## config.mk

```make
export PLATFORM = sky130hd
export DESIGN_NAME = serial_regblk
export DESIGN_NICKNAME = d
export VERILOG_FILES = /design/src/rtl/serial_regblk.sv
export SDC_FILE = /design/constraint.sdc
export NUM_CORES = 1
export LEC_CHECK = 0
export BUFFER_PORTS_ARGS = -buffer_cell sky130_fd_sc_hd__buf_2
export CAP_MARGIN = 20
export CORE_UTILIZATION = 45
export CTS_CLUSTER_SIZE = 12
export DETAILED_ROUTE_END_ITERATION = 8
export HOLD_SLACK_MARGIN = 0.06
export PLACE_DENSITY = 0.7
export SLEW_MARGIN = 20
export SYNTH_ARGS = -nofsm -noshare
export SYNTH_HDL_FRONTEND = slang
export SYNTH_SLANG_ARGS = --single-unit
```

## constraint.sdc

```tcl
create_clock -name clk -period 1.85 [get_ports clk]
set_input_delay 0.0925 -clock clk [delete_from_list [all_inputs] [get_ports clk]]
set_output_delay 0.0925 -clock clk [all_outputs]
set_load 0.05 [all_outputs]
```

## src/rtl/serial_regblk.sv

```systemverilog
module serial_regblk #(
  parameter int ADDR_W = 12,
  parameter int DATA_W = 32,
  parameter int BYTE_W = 8
) (
  input  logic              clk,
  input  logic              rst_n,
  input  logic              bus_valid,
  input  logic              bus_write,
  input  logic [ADDR_W-1:0] bus_addr,
  input  logic [DATA_W-1:0] bus_wdata,
  output logic              rd_valid,
  output logic [DATA_W-1:0] rd_data,
  output logic              tx_valid,
  output logic [BYTE_W-1:0] tx_data,
  input  logic              tx_ready,
  input  logic              rx_valid,
  input  logic [BYTE_W-1:0] rx_data,
  output logic              rx_ready,
  output logic              irq
);
  localparam logic [ADDR_W-1:0] A_TXCTL = ADDR_W'('h000);
  localparam logic [ADDR_W-1:0] A_DMAEN = ADDR_W'('h004);
  localparam logic [ADDR_W-1:0] A_RXCTL = ADDR_W'('h008);
  localparam logic [ADDR_W-1:0] A_TXDAT = ADDR_W'('h01C);
  localparam logic [ADDR_W-1:0] A_STCLR = ADDR_W'('h020);
  localparam logic [ADDR_W-1:0] A_STPEK = ADDR_W'('h024);
  localparam logic [ADDR_W-1:0] A_MASK  = ADDR_W'('h02C);
  localparam logic [ADDR_W-1:0] A_ACK   = ADDR_W'('h030);
  localparam logic [ADDR_W-1:0] A_RAW   = ADDR_W'('h034);
  localparam logic [ADDR_W-1:0] A_MSKD  = ADDR_W'('h038);
  localparam int B_DAV  = 16;
  localparam int B_IDLE = 22;
  localparam int B_RDY  = 24;
  localparam int I_TX   = 0;
  localparam int I_RX   = 3;

  logic [DATA_W-1:0] tx_ctl, dma_en, rx_ctl, mask, raw;
  logic [BYTE_W-1:0] rx_byte;
  logic              dav, tx_pend;
  logic [DATA_W-1:0] status, masked, rd_mux, set_v, ack_v;

  wire wr     = bus_valid & bus_write;
  wire rd     = bus_valid & ~bus_write;
  wire tx_go  = wr && bus_addr == A_TXDAT && !tx_pend;
  wire rx_acc = rx_valid & rx_ready;

  assign rx_ready = rx_ctl[0] | ~raw[I_RX];
  assign tx_valid = tx_pend;
  assign masked   = raw & mask;
  assign irq      = |masked;
  assign ack_v    = (wr && bus_addr == A_ACK) ? bus_wdata : '0;

  always_comb begin
    status = '0;
    status[BYTE_W-1:0] = rx_byte;
    status[B_DAV]  = dav;
    status[B_IDLE] = ~tx_pend;
    status[B_RDY]  = ~tx_pend;
    set_v = '0;
    set_v[I_TX] = tx_go;
    set_v[I_RX] = rx_acc;
  end

  always_comb begin
    case (bus_addr)
      A_TXCTL:          rd_mux = tx_ctl;
      A_DMAEN:          rd_mux = dma_en;
      A_RXCTL:          rd_mux = rx_ctl;
      A_STCLR, A_STPEK: rd_mux = status;
      A_MASK:           rd_mux = mask;
      A_RAW:            rd_mux = raw;
      A_MSKD:           rd_mux = masked;
      default:          rd_mux = '0;
    endcase
  end

  always_ff @(posedge clk) begin
    if (!rst_n) begin
      tx_ctl   <= '0;
      dma_en   <= '0;
      rx_ctl   <= '0;
      mask     <= '0;
      raw      <= '0;
      rx_byte  <= '0;
      dav      <= 1'b0;
      tx_pend  <= 1'b0;
      tx_data  <= '0;
      rd_valid <= 1'b0;
      rd_data  <= '0;
    end else begin
      if (wr && bus_addr == A_TXCTL) tx_ctl <= bus_wdata;
      if (wr && bus_addr == A_DMAEN) dma_en <= bus_wdata;
      if (wr && bus_addr == A_RXCTL) rx_ctl <= bus_wdata;
      if (wr && bus_addr == A_MASK)  mask   <= bus_wdata;
      raw <= (raw & ~ack_v) | set_v;
      if (tx_pend && tx_ready) tx_pend <= 1'b0;
      if (tx_go) begin
        tx_pend <= 1'b1;
        tx_data <= bus_wdata[BYTE_W-1:0];
      end
      if (rx_acc) begin
        rx_byte <= rx_data;
        dav     <= 1'b1;
      end else if (rd && bus_addr == A_STCLR) begin
        dav <= 1'b0;
      end
      rd_valid <= rd;
      rd_data  <= rd ? rd_mux : '0;
    end
  end

  p_rdlat_r3: assert property (@(posedge clk) disable iff (!rst_n)
    rd |=> rd_valid);
  p_txhold_r6: assert property (@(posedge clk) disable iff (!rst_n)
    tx_valid && !tx_ready |=> tx_valid && $stable(tx_data));
  p_drop_r7: assert property (@(posedge clk) disable iff (!rst_n)
    tx_valid && wr && bus_addr == A_TXDAT |=> $stable(tx_data));
  p_rxset_r8: assert property (@(posedge clk) disable iff (!rst_n)
    rx_valid && rx_ready |=> raw[I_RX] && status[B_DAV] && !rx_ready == !rx_ctl[0]);
  p_rdclr_r5: assert property (@(posedge clk) disable iff (!rst_n)
    rd && bus_addr == A_STCLR && !rx_acc |=> !status[B_DAV]);
  p_ack_r10: assert property (@(posedge clk) disable iff (!rst_n)
    wr && bus_addr == A_ACK && bus_wdata[I_RX] && !rx_acc |=> !raw[I_RX]);
  p_setwins_r12: assert property (@(posedge clk) disable iff (!rst_n)
    rx_acc && wr && bus_addr == A_ACK |=> raw[I_RX]);
  p_irqmask_r11: assert property (@(posedge clk) disable iff (!rst_n)
    irq |-> mask != '0 && raw != '0);
endmodule

```

# After elaboration in Yosys (flattened, before gate mapping)
# Index checks and enable logic that the tools add are counted.
# word_totals
ff_bits,211
input_bits,58
out_inout_bits,44
elab_cells,53
# op_classes
n_eq_ne,9
n_mux,6
bitwise_logic,11
reduce_logical,16
# op_table
cell,count
32-bit one-hot mux with 7 select lines,1
"12-bit by 6-bit == test with 1-bit output, second input constant",6
32-bit bitwise AND,2
32-bit 2-to-1 mux,1
32-bit NOT,1
32-bit by 4-bit bitwise OR with 32-bit output,1
32-bit OR reduction,1
"12-bit by 3-bit == test with 1-bit output, second input constant",1
"12-bit by 4-bit == test with 1-bit output, second input constant",1
"12-bit by 5-bit == test with 1-bit output, second input constant",1
12-bit logical NOT,1
1-bit logical AND,9
1-bit 2-to-1 mux,4
2-bit nonzero test,2
1-bit bitwise AND,3
1-bit NOT,3
2-bit AND reduction,1
2-bit OR reduction,1
1-bit logical NOT,1
1-bit bitwise OR,1

# Longest topological paths before layout
# depth
word_depth,6
ltp_mapped,9
mapped_depth_nobuf,5

# Worst setup path after synthesis
# OpenSTA, ideal clock, no wires.
# synth_path
kind,register to register
from,register rx_ctl[0]
to,register rx_byte[0]
setup_time_ns,0.125
arrival_ns,1.554
required_time_ns,1.725
slack_ns,0.170
stages_incl_launch_ff,6
n_path_buf,1
synth_period_minus_slack_ns,1.680
cell_sequence,dfxtp_1 > nand2b_1 > clkbuf_1 > nand2_1 > nand2_1 > a21boi_0
# synth_between
elab_chain_cells,2
# synth_lines
item,line_no,source
from (decl),38,"logic [DATA_W-1:0] tx_ctl, dma_en, rx_ctl, mask, raw;"
from (signal assigned),94,if (wr && bus_addr == A_RXCTL) rx_ctl <= bus_wdata;
1-bit bitwise OR,48,assign rx_ready = rx_ctl[0] | ~raw[I_RX];
named net rx_ready,19,"output logic rx_ready,"
1-bit bitwise AND,46,wire rx_acc = rx_valid & rx_ready;
to (signal assigned),103,rx_byte <= rx_data;
to (decl),39,logic [BYTE_W-1:0] rx_byte;
# The timed path passes the listed nets, and every way through them passes these cells.
# A chain may end at the register's enable or synchronous reset.

# Final worst setup path
# layout_path
from,register mask[29]
to,output irq
# layout_between
elab_chain_cells,2
# layout_lines
item,line_no,source
from (decl),38,
from (signal assigned),95,if (wr && bus_addr == A_MASK) mask <= bus_wdata;
32-bit bitwise AND,50,assign masked = raw & mask;
32-bit OR reduction,51,assign irq = |masked;
to (decl),20,output logic irq
# Every way passes these cells.

==> run_results.csv <==
group,metric,value,unit
route,via_per_inst,5.62,
clock_tree,clock_latency,0.52,ns
timing,hold_viol_final,0,
place,post_dp_cell_area,0.00997,sq mm
final_layout,drive_above_1_share,17.7,%
timing,fin_tns_setup,-0.353,ns
die,placementRows,50,
final_layout,nFillCells,1725,
clock_tree,cts_root_buffer,"clkbuf_16",
critical_path,rrSetupSlack,0.11,ns
critical_path,worstPathMaxFanout,3,
logic_synthesis,synth_cells,1048,
die,coreArea,0.0190,sq mm
logic_synthesis,yosysUniqueCellTypes,44,
die,die-area,0.0203,sq mm
logic_synthesis,synth_top_flop_cell,"dfxtp_1",
clock_tree,numCtsBuffers,23,
power,leakage,0.00424,uW
critical_path,reg2regPathDepth,5,
critical_path,r2r-end,"rx_byte[3]$_SDFFE_PN0P_",
timing,worst_slack,-0.353,ns
clock_tree,h-tree-depth,1,
die,die_w,142,um
timing,skew,0.0150,ns
final_layout,final_nets,1263,
grt,grt_max_degree,106,
grt,grt_pass1_wl,42.6,mm
grt,track_usage,26.8,%
final_layout,antennaDiodeCount,0,
logic_synthesis,ys_ff_latch,211,
logic_synthesis,synth-async-reset-ratio,0,%
timing,max_freq,454,MHz
min_path,hold_end,"rd_data[24]$_SDFF_PN0_",
clock_tree,cts_tree,"built",
status,outcome,"finished, violations left",
power,power_density,855,mW/mm^2
timing,fin_crit,2.20,ns
critical_path,cp.required,1.76,ns
flow_run,drv_cap,0,
clock_tree,cts.sinks,211,
route,drtIter0Drc,936,
die,die_h,142,um
critical_path,worstSetupStartpointType,"flop",
route,final_antenna_net_count,0,
critical_path,r2r_start,"raw[3]$_SDFF_PN0_",
route,dr_total_vias,8309,
timing,setup_violations,1,
place,place_congestion,0.911,
power,total_power,9650,uW
route,drc_errors,0,
status,violations,"negative setup slack",
logic_synthesis,seq_area_frac_synth,47.7,%
logic_synthesis,yosysWarnings,0,
logic_synthesis,synth_edf_count,0,
timing,hold_ws,0.0856,ns
die,initial_utilization,46.6,%
critical_path,crit_type,"flop to output pin",
clock_tree,clkTransAtPathRegs,0.06,ns
timing,rsz0062_at_grt,"true",
die,num_io_pins,102,
route,wire_per_inst,18.2,um
final_layout,finalInstanceArea,0.0113,sq mm
timing,drv_slew,0,
timing,relSlewSlack,56.3,%
logic_synthesis,synth_area,0.00886,sq mm
place,portBuffers,101,
grt,grt_pass1_vias,7948,
min_path,hp-class,"input port to flop",
place,dpl.hpwl,17.1,mm
grt,antenna_found_initial,0,
route,wl,26.9,mm
clock_tree,clockBufferDepth,3,
critical_path,arrival,2.11,ns
logic_synthesis,synth.avg_cell_area,8.46,sq um
min_path,hold_depth,5,
timing,fin_crit_sh,119,%
logic_synthesis,syn_nets,1106,
grt,gr-total-overflow,0,
timing,worst_pin_slew,0.656,ns
min_path,min_from,"bus_addr[10]",
final_layout,area_growth,27.3,%
route,drtPass1Iterations,6,
power,irDropWorstVdd,713,uV
critical_path,worstSetupEndpointType,"output pin",
power breakdown:
group | internal, uW | switching [uW]
Sequential | 4560 | 11.8
Clock | 2820 | 1780
Combinational | 218 | 251
Total | 7600 | 2050
how the worst max path moves through the flow:
stage                                start                      end  slack, ns
floorplan           rx_ctl[0]$_SDFFE_PN0P_  rx_byte[0]$_SDFFE_PN0P_       0.17
global placement               bus_addr[9]    rd_data[8]$_SDFF_PN0_      -0.08
detailed placement             bus_addr[9]    rd_data[8]$_SDFF_PN0_      -0.12
CTS                     raw[23]$_SDFF_PN0_                      irq      -0.38
global route            raw[23]$_SDFF_PN0_                      irq      -0.41
finish               mask[29]$_SDFFE_PN0P_                      irq      -0.35
final cells by class:
| type | instances | area [sq um] | share of cell area (%) |
|---|---|---|---|
| Timing Repair Buffer | 219 | 1670 | 14.8 |
| Sequential cell | 211 | 4220 | 37.4 |
| Clock buffer | 34 | 687 | 6.09 |
| Clock inverter | 4 | 73.8 | 0.654 |
| Tap cell | 260 | 325 | 2.88 |
| Inverter | 3 | 11.3 | 0.0998 |
| Multi-Input combinational cell | 747 | 4290 | 38.0 |
layer usage:
metal  vias up  track usage [%]  share of wire, %
met5         -                0                 0
met4         0             9.51               2.8
met3        60             4.21               6.7
met2       319             45.6                48
met1      3964             34.4                42
li1       3966                -                 -
critical path, cell delays in order (launching register included):
cell,delay (ns)
dfxtp_1,0.33
a22oi_1,0.26
buf_4,0.18
nand4_1,0.13
or4_4,0.53
buf_6,0.17
registers in the layout (all words and copies together) (netlist names):
signal and cells:
tx_valid 1, rx_ctl 32, rd_data 32, dav 1
rd_valid 1, dma_en 32, mask 32, tx_ctl 32
raw 32, tx_data 8, rx_byte 8
cell usage in the layout (no fill, tap or decap), drive strengths merged, types with 3 or more instances in the layout:
| cell type | n |
|---|---|
| dlygate4sd3 | 53 |
| buf | 166 |
| a21boi | 138 |
| a22o | 26 |
| a21oi | 65 |
| a21o | 27 |
| inv | 4 |
| dfxtp | 211 |
| clkbuf | 34 |
| nor3 | 3 |
| a22oi | 17 |
| nand4 | 3 |
| a221oi | 6 |
| nand3 | 17 |
| and2 | 4 |
| a222oi | 27 |
| mux2i | 9 |
| nor4 | 6 |
| and3 | 5 |
| o2bb2ai | 8 |
| nor2b | 11 |
| nand2 | 339 |
| o21ai | 6 |
| a32oi | 3 |
| nor2 | 6 |
metrics by stage:
step	setup slack [ns]	instances	utilization, %
floorplan	0.170	1048	-
global placement	-0.0781	1387	52.4
detailed placement	-0.119	1387	52.4
CTS	-0.383	1478	59.3
global route	-0.407	1478	59.3
finish	-0.353	1478	59.3
kinds of logic (layout without fill, tap and decap cells):
kind of cell           after synthesis  after routing  share of synthesized area (%)
and+or+nand+nor                    408            408                           19.5
buffers and inverters               90            260                           4.40
muxes                               10             10                           1.14
AOI/OAI and AO/OA                  329            329                           27.3
DFF                                211            211                           47.7
synth_stat cells, types with 4 or more instances:
master / number / share of area, %
a21boi_0: 95 / 8.0
a21boi_1: 43 / 3.6
a21o_1: 27 / 2.3
a21oi_1: 65 / 3.7
a221oi_1: 6 / 0.59
a222oi_1: 27 / 3.0
a22o_1: 26 / 2.6
a22oi_1: 17 / 1.4
and2_1: 4 / 0.28
and3_1: 5 / 0.35
buf_2: 33 / 1.9
clkbuf_1: 51 / 2.2
dfxtp_1: 211 / 48
mux2i_1: 9 / 1.0
nand2_1: 339 / 14
nand3_1: 17 / 0.96
nor2_1: 6 / 0.25
nor2b_1: 11 / 0.78
o21ai_0: 6 / 0.34
o2bb2ai_1: 8 / 0.79
what timing repair did:
action	4_1_cts	5_1_grt
setup buffers	0	0
cloned	0	0
setup endpoints to repair	1	1
endpoints found under the hold margin	179	0
hold buffers	53	0
resized for setup	5	1
No activity file was read; power rests on OpenSTA's default activity.
